`config.mk`:
```
export PLATFORM = sky130hd
export DESIGN_NAME = multiViewRegFile
export DESIGN_NICKNAME = d
export VERILOG_FILES = /design/src/rtl/rfPkg.sv /design/src/rtl/rfCtrl.sv /design/src/rtl/rfReadPort.sv /design/src/rtl/rfData.sv /design/src/rtl/multiViewRegFile.sv
export SDC_FILE = /design/constraint.sdc
export NUM_CORES = 1
export LEC_CHECK = 0
export BUFFER_PORTS_ARGS = -buffer_cell sky130_fd_sc_hd__buf_2
export CAP_MARGIN = 30
export CORE_MARGIN = 4
export CORE_UTILIZATION = 43
export CTS_BUF_LIST = sky130_fd_sc_hd__clkbuf_8
export DETAILED_ROUTE_END_ITERATION = 10
export SLEW_MARGIN = 20
export SYNTH_ARGS = -nofsm -noshare
export SYNTH_HDL_FRONTEND = slang
export SYNTH_SLANG_ARGS = --single-unit
```
`constraint.sdc`:
```
create_clock -name clk -period 2.73 [get_ports clk]
set_input_delay 0.546 -clock clk [delete_from_list [all_inputs] [get_ports clk]]
set_output_delay 0.546 -clock clk [all_outputs]
set_load 0.005 [all_outputs]
```
`src/rtl/rfPkg.sv`:
```
package rfPkg;
  localparam int REG_COUNT = 6;
  localparam int REG_W     = 16;
  localparam int HALF_W    = REG_W / 2;
  localparam int PORT_W    = 2 * REG_W;
  localparam int SEL_W     = 3;
  localparam int RD_PORTS  = 2;

  typedef enum logic [1:0] {
    SZ_LO   = 2'd0,
    SZ_HI   = 2'd1,
    SZ_WORD = 2'd2,
    SZ_PAIR = 2'd3
  } accSize_t;

  typedef struct packed {
    logic [REG_COUNT-1:0] loEn;
    logic [REG_COUNT-1:0] hiEn;
    logic [REG_COUNT-1:0] useUpper;
    logic                 hiFromLow;
  } wrStrobe_t;

  // legal selector/size combinations
  function automatic logic viewOk(input logic [SEL_W-1:0] sel, input accSize_t sz);
    logic ok;
    case (sz)
      SZ_LO, SZ_HI: ok = (sel == 3'd0) || (sel == 3'd1);
      SZ_WORD:      ok = (int'(sel) < REG_COUNT);
      default:      ok = (sel == 3'd0) || (sel == 3'd1) || (sel == 3'd4);
    endcase
    return ok;
  endfunction

  // index of the upper member of a pair selected by its lower member
  function automatic logic [SEL_W-1:0] pairUpper(input logic [SEL_W-1:0] sel);
    logic [SEL_W-1:0] up;
    case (sel)
      3'd0:    up = 3'd2;
      3'd1:    up = 3'd3;
      default: up = 3'd5;
    endcase
    return up;
  endfunction
endpackage

```
`src/rtl/rfCtrl.sv`:
```
module rfCtrl
  import rfPkg::*;
(
  input  logic              clk,
  input  logic              rst,
  input  logic              wrEn,
  input  logic [SEL_W-1:0]  wrSel,
  input  accSize_t          wrSize,
  output wrStrobe_t         stb,
  output logic              wrErr
);
  logic             legal;
  logic [SEL_W-1:0] upIdx;

  assign legal = viewOk(wrSel, wrSize);
  assign upIdx = pairUpper(wrSel);
  assign wrErr = wrEn && !legal;

  always_comb begin
    stb = '0;
    stb.hiFromLow = (wrSize == SZ_HI);
    if (wrEn && legal) begin
      for (int i = 0; i < REG_COUNT; i++) begin
        logic isSel;
        logic isUp;
        isSel = (wrSel == i[SEL_W-1:0]);
        isUp  = (wrSize == SZ_PAIR) && (upIdx == i[SEL_W-1:0]);
        case (wrSize)
          SZ_LO:   stb.loEn[i] = isSel;
          SZ_HI:   stb.hiEn[i] = isSel;
          SZ_WORD: begin
            stb.loEn[i] = isSel;
            stb.hiEn[i] = isSel;
          end
          default: begin
            stb.loEn[i]     = isSel || isUp;
            stb.hiEn[i]     = isSel || isUp;
            stb.useUpper[i] = isUp;
          end
        endcase
      end
    end
  end


  wr_err_no_strobe_chk: assert property (@(posedge clk) disable iff (rst)
    wrErr |-> (stb.loEn == '0 && stb.hiEn == '0));


  pair_two_regs_chk: assert property (@(posedge clk) disable iff (rst)
    (wrEn && wrSize == SZ_PAIR && !wrErr) |-> ($countones(stb.loEn) == 2 && $countones(stb.hiEn) == 2));


  byte_single_lane_chk: assert property (@(posedge clk) disable iff (rst)
    (wrEn && (wrSize == SZ_LO || wrSize == SZ_HI)) |-> ($countones(stb.loEn) + $countones(stb.hiEn) <= 1));
endmodule

```
`src/rtl/rfReadPort.sv`:
```
module rfReadPort
  import rfPkg::*;
(
  input  logic                            clk,
  input  logic                            rst,
  input  logic [REG_COUNT-1:0][REG_W-1:0] regs,
  input  logic [SEL_W-1:0]                sel,
  input  accSize_t                        size,
  input  logic                            sgn,
  output logic [PORT_W-1:0]               data,
  output logic                            err
);
  logic [SEL_W-1:0]  upIdx;
  logic [REG_W-1:0]  word;
  logic [REG_W-1:0]  upWord;
  logic [HALF_W-1:0] byteV;

  assign upIdx  = pairUpper(sel);
  assign word   = (int'(sel) < REG_COUNT) ? regs[sel] : '0;
  assign upWord = (int'(upIdx) < REG_COUNT) ? regs[upIdx] : '0;
  assign byteV  = (size == SZ_HI) ? word[REG_W-1:HALF_W] : word[HALF_W-1:0];

  always_comb begin
    err  = !viewOk(sel, size);
    data = '0;
    if (!err) begin
      case (size)
        SZ_LO, SZ_HI: data = {{(PORT_W-HALF_W){sgn & byteV[HALF_W-1]}}, byteV};
        SZ_WORD:      data = {{(PORT_W-REG_W){sgn & word[REG_W-1]}}, word};
        default:      data = {upWord, word};
      endcase
    end
  end


  rd_err_zero_chk: assert property (@(posedge clk) disable iff (rst)
    err |-> (data == '0));


  byte_zero_ext_chk: assert property (@(posedge clk) disable iff (rst)
    (!err && !sgn && (size == SZ_LO || size == SZ_HI)) |-> (data[PORT_W-1:HALF_W] == '0));
endmodule

```
`src/rtl/rfData.sv`:
```
module rfData
  import rfPkg::*;
(
  input  logic                              clk,
  input  logic                              rst,
  input  wrStrobe_t                         stb,
  input  logic [PORT_W-1:0]                 wrData,
  input  logic [RD_PORTS-1:0][SEL_W-1:0]    rdSel,
  input  accSize_t                          rdSize [RD_PORTS],
  input  logic [RD_PORTS-1:0]               rdSgn,
  output logic [RD_PORTS-1:0][PORT_W-1:0]   rdData,
  output logic [RD_PORTS-1:0]               rdErr
);
  logic [REG_COUNT-1:0][REG_W-1:0] regs;

  for (genvar i = 0; i < REG_COUNT; i++) begin : g_reg
    logic [REG_W-1:0]  srcWord;
    logic [HALF_W-1:0] hiByte;
    assign srcWord = stb.useUpper[i] ? wrData[PORT_W-1:REG_W] : wrData[REG_W-1:0];
    assign hiByte  = stb.hiFromLow ? wrData[HALF_W-1:0] : srcWord[REG_W-1:HALF_W];

    always_ff @(posedge clk) begin
      if (rst) begin
        regs[i] <= '0;
      end else begin
        if (stb.loEn[i]) regs[i][HALF_W-1:0]     <= srcWord[HALF_W-1:0];
        if (stb.hiEn[i]) regs[i][REG_W-1:HALF_W] <= hiByte;
      end
    end


    idle_hold_chk: assert property (@(posedge clk) disable iff (rst)
      !(stb.loEn[i] || stb.hiEn[i]) |=> $stable(regs[i]));


    hi_only_keeps_lo_chk: assert property (@(posedge clk) disable iff (rst)
      (stb.hiEn[i] && !stb.loEn[i]) |=> (regs[i][HALF_W-1:0] == $past(regs[i][HALF_W-1:0])));
  end

  for (genvar p = 0; p < RD_PORTS; p++) begin : g_rd
    rfReadPort u_port (
      .clk  (clk),
      .rst  (rst),
      .regs (regs),
      .sel  (rdSel[p]),
      .size (rdSize[p]),
      .sgn  (rdSgn[p]),
      .data (rdData[p]),
      .err  (rdErr[p])
    );
  end
endmodule

```
`src/rtl/multiViewRegFile.sv`:
```
module multiViewRegFile
  import rfPkg::*;
(
  input  logic        clk,
  input  logic        rst,
  input  logic        wrEn,
  input  logic [2:0]  wrSel,
  input  logic [1:0]  wrSize,
  input  logic [31:0] wrData,
  output logic        wrErr,
  input  logic [2:0]  rdSelA,
  input  logic [1:0]  rdSizeA,
  input  logic        rdSgnA,
  output logic [31:0] rdDataA,
  output logic        rdErrA,
  input  logic [2:0]  rdSelB,
  input  logic [1:0]  rdSizeB,
  input  logic        rdSgnB,
  output logic [31:0] rdDataB,
  output logic        rdErrB
);
  wrStrobe_t                          stb;
  logic [RD_PORTS-1:0][SEL_W-1:0]     rdSel;
  accSize_t                           rdSize [RD_PORTS];
  logic [RD_PORTS-1:0]                rdSgn;
  logic [RD_PORTS-1:0][PORT_W-1:0]    rdData;
  logic [RD_PORTS-1:0]                rdErr;

  assign rdSel     = {rdSelB, rdSelA};
  assign rdSize[0] = accSize_t'(rdSizeA);
  assign rdSize[1] = accSize_t'(rdSizeB);
  assign rdSgn     = {rdSgnB, rdSgnA};
  assign rdDataA   = rdData[0];
  assign rdDataB   = rdData[1];
  assign rdErrA    = rdErr[0];
  assign rdErrB    = rdErr[1];

  rfCtrl u_ctrl (
    .clk    (clk),
    .rst    (rst),
    .wrEn   (wrEn),
    .wrSel  (wrSel),
    .wrSize (accSize_t'(wrSize)),
    .stb    (stb),
    .wrErr  (wrErr)
  );

  rfData u_data (
    .clk    (clk),
    .rst    (rst),
    .stb    (stb),
    .wrData (wrData),
    .rdSel  (rdSel),
    .rdSize (rdSize),
    .rdSgn  (rdSgn),
    .rdData (rdData),
    .rdErr  (rdErr)
  );
endmodule

```
==> Yosys cells after proc, flatten, opt, wreduce, memory -nomap -nowiden <==
Index checks and enable logic that the tools add are counted.
{ "word_totals": {"ff_bits": 96, "inputBits": 52, "word_cells": 137} }
{ "classes": {"n_eq_ne": 21, "n_mux": 55, "reduce_logical": 36, "magnitude_cmp": 9, "bitwise": 4} }
{ "op_table": {"columns": ["operator", "n"], "rows": [
  ["$mux 16", 14],
  ["$bmux 16 s3", 4],
  ["$pmux 32 s2", 2],
  ["$mux 32", 2],
  ["$mux 8", 8],
  ["$pmux 1 s2", 15],
  ["$eq 3x3->1 const B", 6],
  ["$mux 18", 1],
  ["$pmux 3 s2", 3],
  ["$lt 3x4->1 const B", 4],
  ["$lt 3x3->1 const B", 5],
  ["$eq 3x1->1 const B", 4],
  ["$eq 3x2->1 const B", 4],
  ["$logic_not 3->1", 4],
  ["$logic_or 1x1->1", 12],
  ["$reduce_or 2->1", 5],
  ["$eq 2x2->1 const B", 4],
  ["$logic_and 1x1->1", 8],
  ["$eq 2x1->1 const B", 3],
  ["$logic_not 2->1", 3],
  ["$mux 1", 6],
  ["$and 1x1->1", 4],
  ["$logic_not 1->1", 3],
  ["$reduce_or 3->1", 1]
]} }

==> Longest topological paths before layout <==
{ "depth": {"word_depth": 9, "depth_mapped": 9, "depth_no_buf": 6} }

==> Hierarchy <==
Synthesis repeated with hierarchy kept, for this count alone.
{ "hier_totals": {"hier_cells": 903, "area_unflattened_um2": 7995.2} }
{ "modules_own_cells": {"columns": ["mod", "n_inst", "area_per_inst_um2", "cells_per_inst", "seq_area_each_um2"], "rows": [
  ["rfData", 1, 4708.3, 459, 1921.8],
  ["rfReadPort", 2, 1470.2, 197, 0.0],
  ["rfCtrl", 1, 346.6, 50, 0.0]
]} }

==> Worst setup path before layout <==
Ideal clock, no wire load.
{ "synth_path": {"path_kind": "input to output", "from": "input port rdSelB[0]", "to": "output port rdDataB[21]", "arrival_time_ns": 1.915, "path_stages": 6, "slack_ns": 0.269, "cell_sequence": "buf_2 > mux4_2 > nand4_2 > a21boi_4 > buf_4 > a21oi_1"} }
{ "synth_between": {"elab_chain_cells": 7, "word_cells_on_any_way": 20, "cone_classes": "2 x order compare; 2 x eq/ne; 11 x mux; 2 x bitwise; 3 x reduce/logical"} }
{ "synth_lines": {"columns": ["element", "line_no", "source"], "rows": [
  ["start: declaration", "multiViewRegFile.sv:16", "input logic [2:0] rdSelB,"],
  ["$eq 3x1->1 (tied with other cells)", "rfPkg.sv:27, rfPkg.sv:29, rfPkg.sv:37", null],
  ["$pmux 3 s2 / $mux 16 (equally long branches)", "rfPkg.sv:37, rfReadPort.sv:19", null],
  ["$bmux 16 s3 / $mux 16 (equally long branches)", "rfReadPort.sv:20, rfReadPort.sv:19", null],
  ["$mux 16 (implied by the code) / $mux 8 (equally long branches)", "rfReadPort.sv:20, rfReadPort.sv:21", null],
  ["$mux 16 / $and 1x1->1 (equally long branches)", "rfReadPort.sv:20, rfReadPort.sv:28", null],
  ["$pmux 32 s2", "rfReadPort.sv:27", "case (size)"],
  ["$mux 32 *", "rfReadPort.sv:26", "if (!err) begin"],
  ["end: declaration", "multiViewRegFile.sv:19", "output logic [31:0] rdDataB,"]
]} }
Mark *: on every way between the ends. The rest lies on a longest branch, timed or not. The select of a mux whose other input is x is not followed.

==> Worst setup path after layout <==
{ "layout_path": {"from": "register u_data.regs[15] (netlist bit)", "to": "output port rdDataA[29]"} }
{ "layout_between": {"elab_chain_cells": 7, "word_cells_on_any_way": 8, "cone_classes": "6 x mux; 2 x bitwise"} }
{ "layout_lines": {"columns": ["element", "line_no", "source"], "rows": [
  ["start: declaration", "rfData.sv:14", "logic [REG_COUNT-1:0][REG_W-1:0] regs;"],
  ["start signal: indexed assignment", "rfData.sv:26", "if (stb.loEn[i]) regs[i][HALF_W-1:0] <= srcWord[HALF_W-1:0];"],
  ["start signal: indexed assignment", "rfData.sv:27", "if (stb.hiEn[i]) regs[i][REG_W-1:HALF_W] <= hiByte;"],
  ["$bmux 16 s3 *", "rfReadPort.sv:19", "assign word = (int'(sel) < REG_COUNT) ? regs[sel] : '0;"],
  ["$mux 16 (implied by the code) *", "rfReadPort.sv:19", null],
  ["$mux 16 *", "rfReadPort.sv:19", null],
  ["$mux 8", "rfReadPort.sv:21", "assign byteV = (size == SZ_HI) ? word[REG_W-1:HALF_W] : word[HALF_W-1:0];"],
  ["$and 1x1->1", "rfReadPort.sv:28", "SZ_LO, SZ_HI: data = {{(PORT_W-HALF_W){sgn & byteV[HALF_W-1]}}, byteV};"],
  ["$pmux 32 s2 *", "rfReadPort.sv:27", null],
  ["$mux 32 *", "rfReadPort.sv:26", null],
  ["end: declaration", "multiViewRegFile.sv:14", "output logic [31:0] rdDataA,"]
]} }
Marks and branches as above.

==> impl_metrics.ini <==
[status]
status = finished, final reports clean

[yosys]
synth-warning-count = 0
synth_ff_type = dfxtp_1
syn_nets = 957
ys_types = 69
yosys.area.top_type_share_pct = 25.5
netlist_area_um2 = 7550
ys_seq_elements = 96
postSynthCellCount = 900
synth_edf_count = 0
synth_top_area_cell = dfxtp_1
yosysSeqAreaShare_pct = 25.5
ys_async_sr_fraction_pct = 0
synth_area_per_cell_um2 = 8.39
ys_top_cells_by_area = dfxtp_1 (25%), mux2i_1 (11%), mux2_2 (6.7%)

[setup_path]
ff2ff_path_depth = 2
worstPathMaxFanout = 6
crit_required_ns = 2.18
arrival_ns = 2.10
endpoint_kind = primary output
worstSetupPathType = flip-flop to primary output
critPathLaunchType = flip-flop

[grt]
grt_first_pass_wirelength_um = 40800
antenna_found_initial = 0
grt_max_degree = 58
grt_pass1_vias = 7111
grtUsageTotal_pct = 26.0
grt-ovfl-total = 0

[route]
drc = 0
ant_nets = 0
wl_um = 26600
drt_iter0_drc = 712
wl_per_cell_um = 21.1
vias = 7568
viasPerCell = 6.00
firstDrtPassIters = 7

[timing]
hold_ws_ns = 0.431
fmax_ghz = 0.377
worst_pin_slew_ns = 0.681
final_hold_viol_count = 0
setup-tns-final_ns = 0
period_share_pct = 97.0
clock_skew_ns = 0
finalSetupViolations = 0
finalMaxSlewViolations = 0
relSlewSlack_pct = 54.3
min_period_ns = 2.65

[floorplanning]
die-width_um = 140
start_util_pct = 43.8
die_y_um = 140
core_area_um2 = 17200
ios = 119
rows = 48
dieArea_um2 = 19700

[place]
place.gp.congestion = 0.955
io_buffers = 118
placed_area_um2 = 8690
dp_hpwl_um = 20600

[cts]
cts_sinks = 96
cts_tree = done
htreeDepth = 3
cts_root_buf = clkbuf_8
cts_buffer_depth = 2
numCtsBuffers = 9
hold_buffers = 0
clk_latency_ns = 0.38
clk_pin_slew_ns = 0.11

[worst_hold_path]
min_path_cells = 3
min_path_type = input port to flip-flop

[power]
p_leak_nw = 3.84
p_sw_share_pct = 31.9
p_sw_mw = 1.01
power.total_mw = 3.15
power_frac_seq_pct = 45.3
power.density_nw_per_um2 = 348
p_int_mw = 2.15
p_clk_share_pct = 31.5
irDropWorstVdd_mv = 0.211
power_frac_comb_pct = 23.1

[final_layout]
mostFrequentLayoutCell = buf_2
largest-register = u_data.regs
reg.largest.list = u_data.regs: 96 flops
syn_to_final_growth_pct = 19.9
num_antenna_cells = 0
fin_area_um2 = 9050
layout_common_cells = buf_2 (117), dfxtp_1 (95), mux2i_1 (85)
nNetsFinal = 1089
fin_util_pct = 52.5
drive_above_1_share_pct = 29.7
largest_register_ffs = 96

[flow_run]
maxCapViolations = 0
[what timing repair did]
item | 4_1_cts | 5_1_grt
pin swaps | 0 | 1
gates resized for setup | 2 | 21
setup endpoints to repair | 2 | 55
setup buffers | 0 | 3
cloned | 0 | 4
[stage by stage]
stage	setup slack, ns	instances
after floorplan	0.269	900
after global placement	0.0133	1239
after detailed placement	-0.0243	1239
after CTS	0.0169	1255
after global routing	-0.00944	1262
final	0.0809	1262
[metal layers]
metal / track usage, % / wire length (um) / vias to the layer above
met1: 39.1 / 12500 / 3569
met4: 8.21 / 664 / 0
li1: - / - / 3636
met3: 5.09 / 2350 / 34
met2: 37.3 / 11000 / 329
met5: 0 / 0 / -
[final cells by class]
class / instances / area (um2)
flip-flops and latches: 96 / 1920
well taps: 225 / 282
repair buffers: 202 / 1340
inverters: 20 / 75.1
multi-input cells: 703 / 5230
clock inverters: 7 / 78.8
clock buffers: 9 / 124
fillers: 1672 / 8180
[Yosys cell counts (4+ instances only)]
library cell and instances:
nand2b_1 45, and2_1 9, ha_1 5, a221oi_1 14
a32o_1 18, o21ai_0 16, nor2b_1 27, and3_1 5
or2_2 4, o22ai_1 15, o2bb2ai_1 7, mux2_2 45
or3_1 11, inv_1 17, nand3_1 6, mux2_4 7
o31ai_1 18, nor2_1 68, nand3_2 4, a211oi_1 36
buf_4 9, a211o_1 7, a21oi_1 47, o211ai_1 11
nand2_1 80, buf_2 24, nor3_1 23, mux4_2 7
clkbuf_1 43, a311oi_1 31, a21boi_0 7, dfxtp_1 96
mux2i_1 86
[worst max-delay path, cell delays in order (launching register included)]
cell and delay [ns]:
dfxtp_1 0.39, mux2i_1 0.19, a2111oi_4 0.45, o41ai_4 0.16, buf_4 0.17, buf_4 0.15, o31ai_1 0.06, buf_2 0.15
[power by group through the flow]
stage / clock (mW) / combinational (mW) / sequential, mW
floorplan: 0 / 0.424 / 1.45
global placement: 0 / 0.701 / 1.46
detailed placement: 0 / 0.704 / 1.46
CTS: 1.01 / 0.707 / 1.43
global route: 1.07 / 0.791 / 1.43
finish: 0.994 / 0.730 / 1.43
[kinds of logic (layout without fill, tap and decap cells)]
family	Yosys count	count (layout)	share of synthesized area [%]
flops	96	96	25.5
fa+ha+maj	5	5	0.829
mux	145	145	21.6
buf+inv	101	238	6.18
compound gates	252	252	25.3
simple gates	301	301	20.6
[final timing paths]
path / slack, ns / endpoint / startpoint
worst max-delay path: 0.08 / rdDataA[29] / u_data.regs[15]$_SDFFE_PP0P_
worst min-delay path: 0.43 / u_data.regs[51]$_SDFFE_PP0P_ / wrData[19]
worst max register to register: 1.82 / u_data.regs[81]$_SDFFE_PP0P_ / u_data.regs[81]$_SDFFE_PP0P_
worst min register to register: 0.50 / u_data.regs[5]$_SDFFE_PP0P_ / u_data.regs[5]$_SDFFE_PP0P_
(Power assumes the default switching activity.)
